$ cat config.mk
export PLATFORM = sky130hd
export DESIGN_NAME = irq_merge
export DESIGN_NICKNAME = d
export VERILOG_FILES = /design/src/rtl/irq_merge_pkg.sv /design/src/rtl/irq_mask_reg.sv /design/src/rtl/irq_prio_find.sv /design/src/rtl/irq_merge.sv
export SDC_FILE = /design/constraint.sdc
export NUM_CORES = 1
export LEC_CHECK = 0
export CAP_MARGIN = 20
export CORE_MARGIN = 1
export CORE_UTILIZATION = 36
export CTS_BUF_LIST = sky130_fd_sc_hd__clkbuf_2 sky130_fd_sc_hd__clkbuf_4 sky130_fd_sc_hd__clkbuf_8
export DETAILED_ROUTE_END_ITERATION = 16
export PLACE_DENSITY_LB_ADDON = 0.15
export SLEW_MARGIN = 20
export SYNTH_ARGS = -nofsm -noshare
export SYNTH_HDL_FRONTEND = slang
export SYNTH_SLANG_ARGS = --single-unit
$ cat constraint.sdc
create_clock -name clk -period 3.5 [get_ports clk]
set_input_delay 0.875 -clock clk [delete_from_list [all_inputs] [get_ports clk]]
set_output_delay 0.875 -clock clk [all_outputs]
set_load 0.03 [all_outputs]
$ cat src/rtl/irq_merge_pkg.sv
package irq_merge_pkg;

  // Read-port selector; the code values are part of the register interface.
  typedef enum logic [1:0] {
    RSEL_SETPORT = 2'd0,
    RSEL_CLRPORT = 2'd1,
    RSEL_STATUS  = 2'd2,
    RSEL_MASK    = 2'd3
  } rsel_e;

endpackage

$ cat src/rtl/irq_mask_reg.sv
module irq_mask_reg #(
  parameter int NSRC = 32
) (
  input  logic            clk,
  input  logic            rst_n,
  input  logic            set_we,
  input  logic [NSRC-1:0] set_data,
  input  logic            clr_we,
  input  logic [NSRC-1:0] clr_data,
  output logic [NSRC-1:0] mask_o
);

  // Clear is applied after set, so a clear wins on a shared bit.
  function automatic logic [NSRC-1:0] next_mask(
    input logic [NSRC-1:0] cur,
    input logic [NSRC-1:0] on_bits,
    input logic [NSRC-1:0] off_bits
  );
    return (cur | on_bits) & ~off_bits;
  endfunction

  logic [NSRC-1:0] set_hit;
  logic [NSRC-1:0] clr_hit;
  logic [NSRC-1:0] touched;
  logic [NSRC-1:0] mask_q;

  assign set_hit = set_we ? set_data : '0;
  assign clr_hit = clr_we ? clr_data : '0;
  assign touched = set_hit | clr_hit;

  always_ff @(posedge clk or negedge rst_n) begin
    if (!rst_n) mask_q <= '0;
    else        mask_q <= next_mask(mask_q, set_hit, clr_hit);
  end

  assign mask_o = mask_q;

  // every bit named by a clear write is 0 afterwards
  assert_clear_lands_R3: assert property (@(posedge clk) disable iff (!rst_n)
    clr_we |=> ((mask_q & $past(clr_data)) == '0));

  // set bits not also cleared are 1 afterwards
  assert_set_lands_R1: assert property (@(posedge clk) disable iff (!rst_n)
    set_we |=> ((mask_q & ($past(set_data) & ~$past(clr_hit))) ==
                ($past(set_data) & ~$past(clr_hit))));

  // bits named by neither write keep their value
  assert_untouched_hold_R2: assert property (@(posedge clk) disable iff (!rst_n)
    (set_we || clr_we) |=> ((mask_q & ~$past(touched)) ==
                            ($past(mask_q) & ~$past(touched))));

endmodule

$ cat src/rtl/irq_prio_find.sv
module irq_prio_find #(
  parameter int NSRC   = 32,
  localparam int LEVELS = $clog2(NSRC)
) (
  input  logic [NSRC-1:0]   vec_i,
  output logic [LEVELS-1:0] idx_o,
  output logic              valid_o
);

  // Each stage keeps the lower half if it has any bit set, otherwise the
  // upper half; the choice is one index bit, most significant first.
  for (genvar s = 0; s < LEVELS; s++) begin : g_stage
    localparam int W = NSRC >> s;
    localparam int H = W / 2;
    logic [W-1:0] w_in;
    logic [H-1:0] w_out;
    logic         lo_nz;
    if (s == 0) begin : g_first
      assign w_in = vec_i;
    end else begin : g_next
      assign w_in = g_stage[s-1].w_out;
    end
    assign lo_nz = |w_in[H-1:0];
    assign w_out = lo_nz ? w_in[H-1:0] : w_in[W-1:H];
    assign idx_o[LEVELS-1-s] = ~lo_nz;
  end

  // The surviving bit is set exactly when some input bit is set.
  assign valid_o = g_stage[LEVELS-1].w_out[0];

endmodule

$ cat src/rtl/irq_merge.sv
module irq_merge
  import irq_merge_pkg::*;
#(
  parameter int NSRC = 32,
  localparam int IDXW = $clog2(NSRC)
) (
  input  logic            clk,
  input  logic            rst_n,
  input  logic            set_we,
  input  logic [NSRC-1:0] set_data,
  input  logic            clr_we,
  input  logic [NSRC-1:0] clr_data,
  input  logic [NSRC-1:0] req,
  input  logic [1:0]      rd_sel,
  output logic [NSRC-1:0] rd_data,
  output logic [IDXW-1:0] win_idx,
  output logic            win_valid,
  output logic            cpu_irq
);

  logic [NSRC-1:0] mask;
  logic [NSRC-1:0] status;
  logic [NSRC-1:0] below_win;
  logic            any_pend;
  logic            irq_q;

  irq_mask_reg #(.NSRC(NSRC)) i_mask (
    .clk      (clk),
    .rst_n    (rst_n),
    .set_we   (set_we),
    .set_data (set_data),
    .clr_we   (clr_we),
    .clr_data (clr_data),
    .mask_o   (mask)
  );

  assign status   = req & mask;
  assign any_pend = |status;

  irq_prio_find #(.NSRC(NSRC)) i_prio (
    .vec_i   (status),
    .idx_o   (win_idx),
    .valid_o (win_valid)
  );

  always_ff @(posedge clk or negedge rst_n) begin
    if (!rst_n) irq_q <= 1'b0;
    else        irq_q <= any_pend;
  end
  assign cpu_irq = irq_q;

  always_comb begin
    unique case (rsel_e'(rd_sel))
      RSEL_STATUS: rd_data = status;
      RSEL_MASK:   rd_data = mask;
      default:     rd_data = '0;
    endcase
  end

  // Bits strictly below the reported winner, for the priority check.
  assign below_win = (NSRC'(1) << win_idx) - NSRC'(1);

  // the reported winner is pending-and-enabled
  assert_winner_set_R6: assert property (@(posedge clk) disable iff (!rst_n)
    win_valid |-> status[win_idx]);

  // nothing lower-numbered is pending-and-enabled
  assert_winner_lowest_R6: assert property (@(posedge clk) disable iff (!rst_n)
    win_valid |-> ((status & below_win) == '0));

  // the valid flag tracks a nonzero status
  assert_valid_tracks_R7: assert property (@(posedge clk) disable iff (!rst_n)
    win_valid == any_pend);

  // the CPU line follows the status one cycle later
  assert_irq_rise_R8: assert property (@(posedge clk) disable iff (!rst_n)
    any_pend |=> cpu_irq);
  assert_irq_fall_R8: assert property (@(posedge clk) disable iff (!rst_n)
    !any_pend |=> !cpu_irq);

  // mask is empty on the first cycle out of reset
  assert_reset_empty_R4: assert property (@(posedge clk) disable iff (!rst_n)
    $rose(rst_n) |-> (mask == '0));

endmodule

==> results.toml <==
[outcome]
status = "complete, but fails checks"
violations = "negative setup slack"

[sta]
worst_pin_slew_ns = 0.772
clock_skew_ns = 0.00212
slew_viol_final = 0
rsz0062_at_grt = "true"
finalHoldViolCount = 0
layout_setup_ws_ns = -0.249
fin_crit_ns = 3.75
finalSetupViolCount = 3
period_share_pct = 107
max_clock_freq_ghz = 0.267
relSlewSlack_pct = 48.5

[grt]
grt_max_degree = 34
gr-usage-all-layers_pct = 28.3
grt_overflow = 0
grt_pass1_vias = 2682
grt_pass1_wl_mm = 13.1
antenna_found_initial = 0

[finish]
finalInstanceArea_mm2 = 0.00407
antenna_cells = 0
fin_util_pct = 77.8
area_growth_pct = 103
nets = 506
nFillCells = 374
drive_gt1_share_pct = 34.1

[placement]
placed_area_mm2 = 0.00375
dp_hpwl_mm = 6.06
gp_congestion = 0.965
io_buffers = 140

[floorplanning]
die_h_um = 76.6
dieArea_mm2 = 0.00587
ioPinCount = 141
rows = 26
core_mm2 = 0.00524
die_width_um = 76.6
start_util_pct = 38.3

[worst_setup_path]
path_class = "primary input to output pin"
worstPathRequired_ns = 2.62
cp-end-kind = "output pin"
start_kind = "primary input"
critPathMaxFanout = 5
cp.arrival_ns = 2.87

[clock_network]
cts_max_path_buffers = 2
h-tree-depth = 2
cts_tree = "built"
clk_latency_ns = 0.29
clk_pin_slew_ns = 0.07
numClockSinks = 33
root_buffer = "clkbuf_8"
cts_buffers = 5

[pwr]
leakage_nw = 2.00
max-vdd-ir-drop_mv = 0.206
p_per_area_mw_per_mm2 = 350
power.total_mw = 1.43

[synth]
synth_area_per_cell_um2 = 9.46
ys_ff_latch = 33
syn-instance-count = 212
yosysTopAreaCellShare_pct = 41.2
synth_top_cell_by_area = "dfrtp_1"
synth_cell_type_count = 31
synth.net_count = 314
synth_top_cells_by_count = "65 x a21oi_1, 33 x dfrtp_1, 32 x o211a_1"
yosysMostFrequentCell = "a21oi_1"
synth.yosys.seq_area_share_pct = 41.2
ys_async_sr_fraction_pct = 100
yosys-top-cells-area = "dfrtp_1 41%, a21oi_1 16%, o211a_1 16%"
synthFlopType = "dfrtp_1"
synth_warnings = 0
synth_edf_count = 0
syn_area_mm2 = 0.00201

[drt]
vias_per_cell = 5.61
drt-initial-drc-count = 210
route.vias.total = 2667
ant_nets = 0
wl_per_cell_um = 18.0
drc = 0
firstDrtPassIters = 5
routed_wl_mm = 8.54

[job]
maxCapViolations = 0

[hold_path]
hold_path.class = "flop to flop"
## per-layer routing
layer / vias up / share of wire (%) / track usage [%]
met4: 0 / 0.93 / 7.88
li1: 1243 / - / -
met1: 1291 / 43 / 36.0
met2: 124 / 51 / 49.3
met3: 9 / 5.7 / 4.79
met5: - / 0 / 0
## area by class of cell
| cell class | instances | area (um^2) | area share, % |
|---|---|---|---|
| clock buffers | 7 | 96.3 | 2.37 |
| multi-input cells | 166 | 1290 | 31.7 |
| flip-flops and latches | 33 | 826 | 20.3 |
| repair buffers | 198 | 1770 | 43.4 |
| well taps | 70 | 87.6 | 2.15 |
| clock inverters | 1 | 5.00 | 0.123 |
## path summary, 6_finish.rpt
path | start | to | slack (ns) | cells after the start
hold / removal | i_mask.mask_o[27]$_DFF_PN0_ | i_mask.mask_o[27]$_DFF_PN0_ | 0.56 | 2
max in group asynchronous | rst_n | i_mask.mask_o[6]$_DFF_PN0_ | 2.35 | 1
hold reg to reg | i_mask.mask_o[27]$_DFF_PN0_ | i_mask.mask_o[27]$_DFF_PN0_ | 0.56 | 2
min in group asynchronous | rst_n | i_mask.mask_o[12]$_DFF_PN0_ | 0.65 | 1
setup reg to reg | i_mask.mask_o[12]$_DFF_PN0_ | cpu_irq$_DFF_PN0_ | 1.76 | 6
setup / recovery | req[9] | win_idx[0] | -0.25 | 11
## critical path: stages
cell             delay (ns)
clkdlybuf4s15_1        0.20
a22oi_2                0.19
buf_4                  0.17
and3_4                 0.19
a311oi_4               0.11
buf_6                  0.16
a222oi_1               0.25
buf_4                  0.21
o21ai_4                0.06
a221oi_4               0.29
buf_12                 0.16
## cells by family after synthesis
logic type	Yosys count	synth area share, %
compound gates	133	47.7
buf+inv	13	2.81
flops	33	41.2
simple gates	33	8.36
## registers in the layout, summed over array words and instances, names as in the netlist
signal	count
cpu_irq	1
i_mask.mask_o	32
## metrics by stage
stage          cells  setup WS, ns  hold slack (ns)  setup TNS [ns]
2_1_floorplan    212        -0.209            0.512          -0.309
3_3_place_gp     455        -0.730            0.531           -1.90
3_5_place_dp     455        -0.771            0.546           -1.98
4_1_cts          471        -0.202            0.560          -0.457
5_1_grt          475        -0.353            0.609          -0.840
6_report         475        -0.249            0.560          -0.522
## cells in the final DEF (no fill, tap or decap), types with 4 or more instances in the layout
master / instances
and2_1: 5
a222oi_1: 4
nand2_1: 14
a22oi_2: 8
nand4_1: 4
buf_4: 86
clkdlybuf4s50_1: 77
clkbuf_8: 7
o211a_1: 32
dfrtp_1: 33
buf_6: 12
dlygate4sd2_1: 16
a21oi_1: 64
## timing repair
action / 4_1_cts / 5_1_grt
gates resized for setup: 66 / 19
pin swaps: 23 / 7
setup buffers: 8 / 5
hold buffers: 0 / 0
endpoints found under the setup margin: 3 / 3
## power breakdown
group,internal [mW],total (mW),switching (mW)
clock network,0.178,0.326,0.148
registers,0.424,0.472,0.0479
logic,0.334,0.630,0.296
total,0.935,1.43,0.492
(Power assumes the default switching activity.)
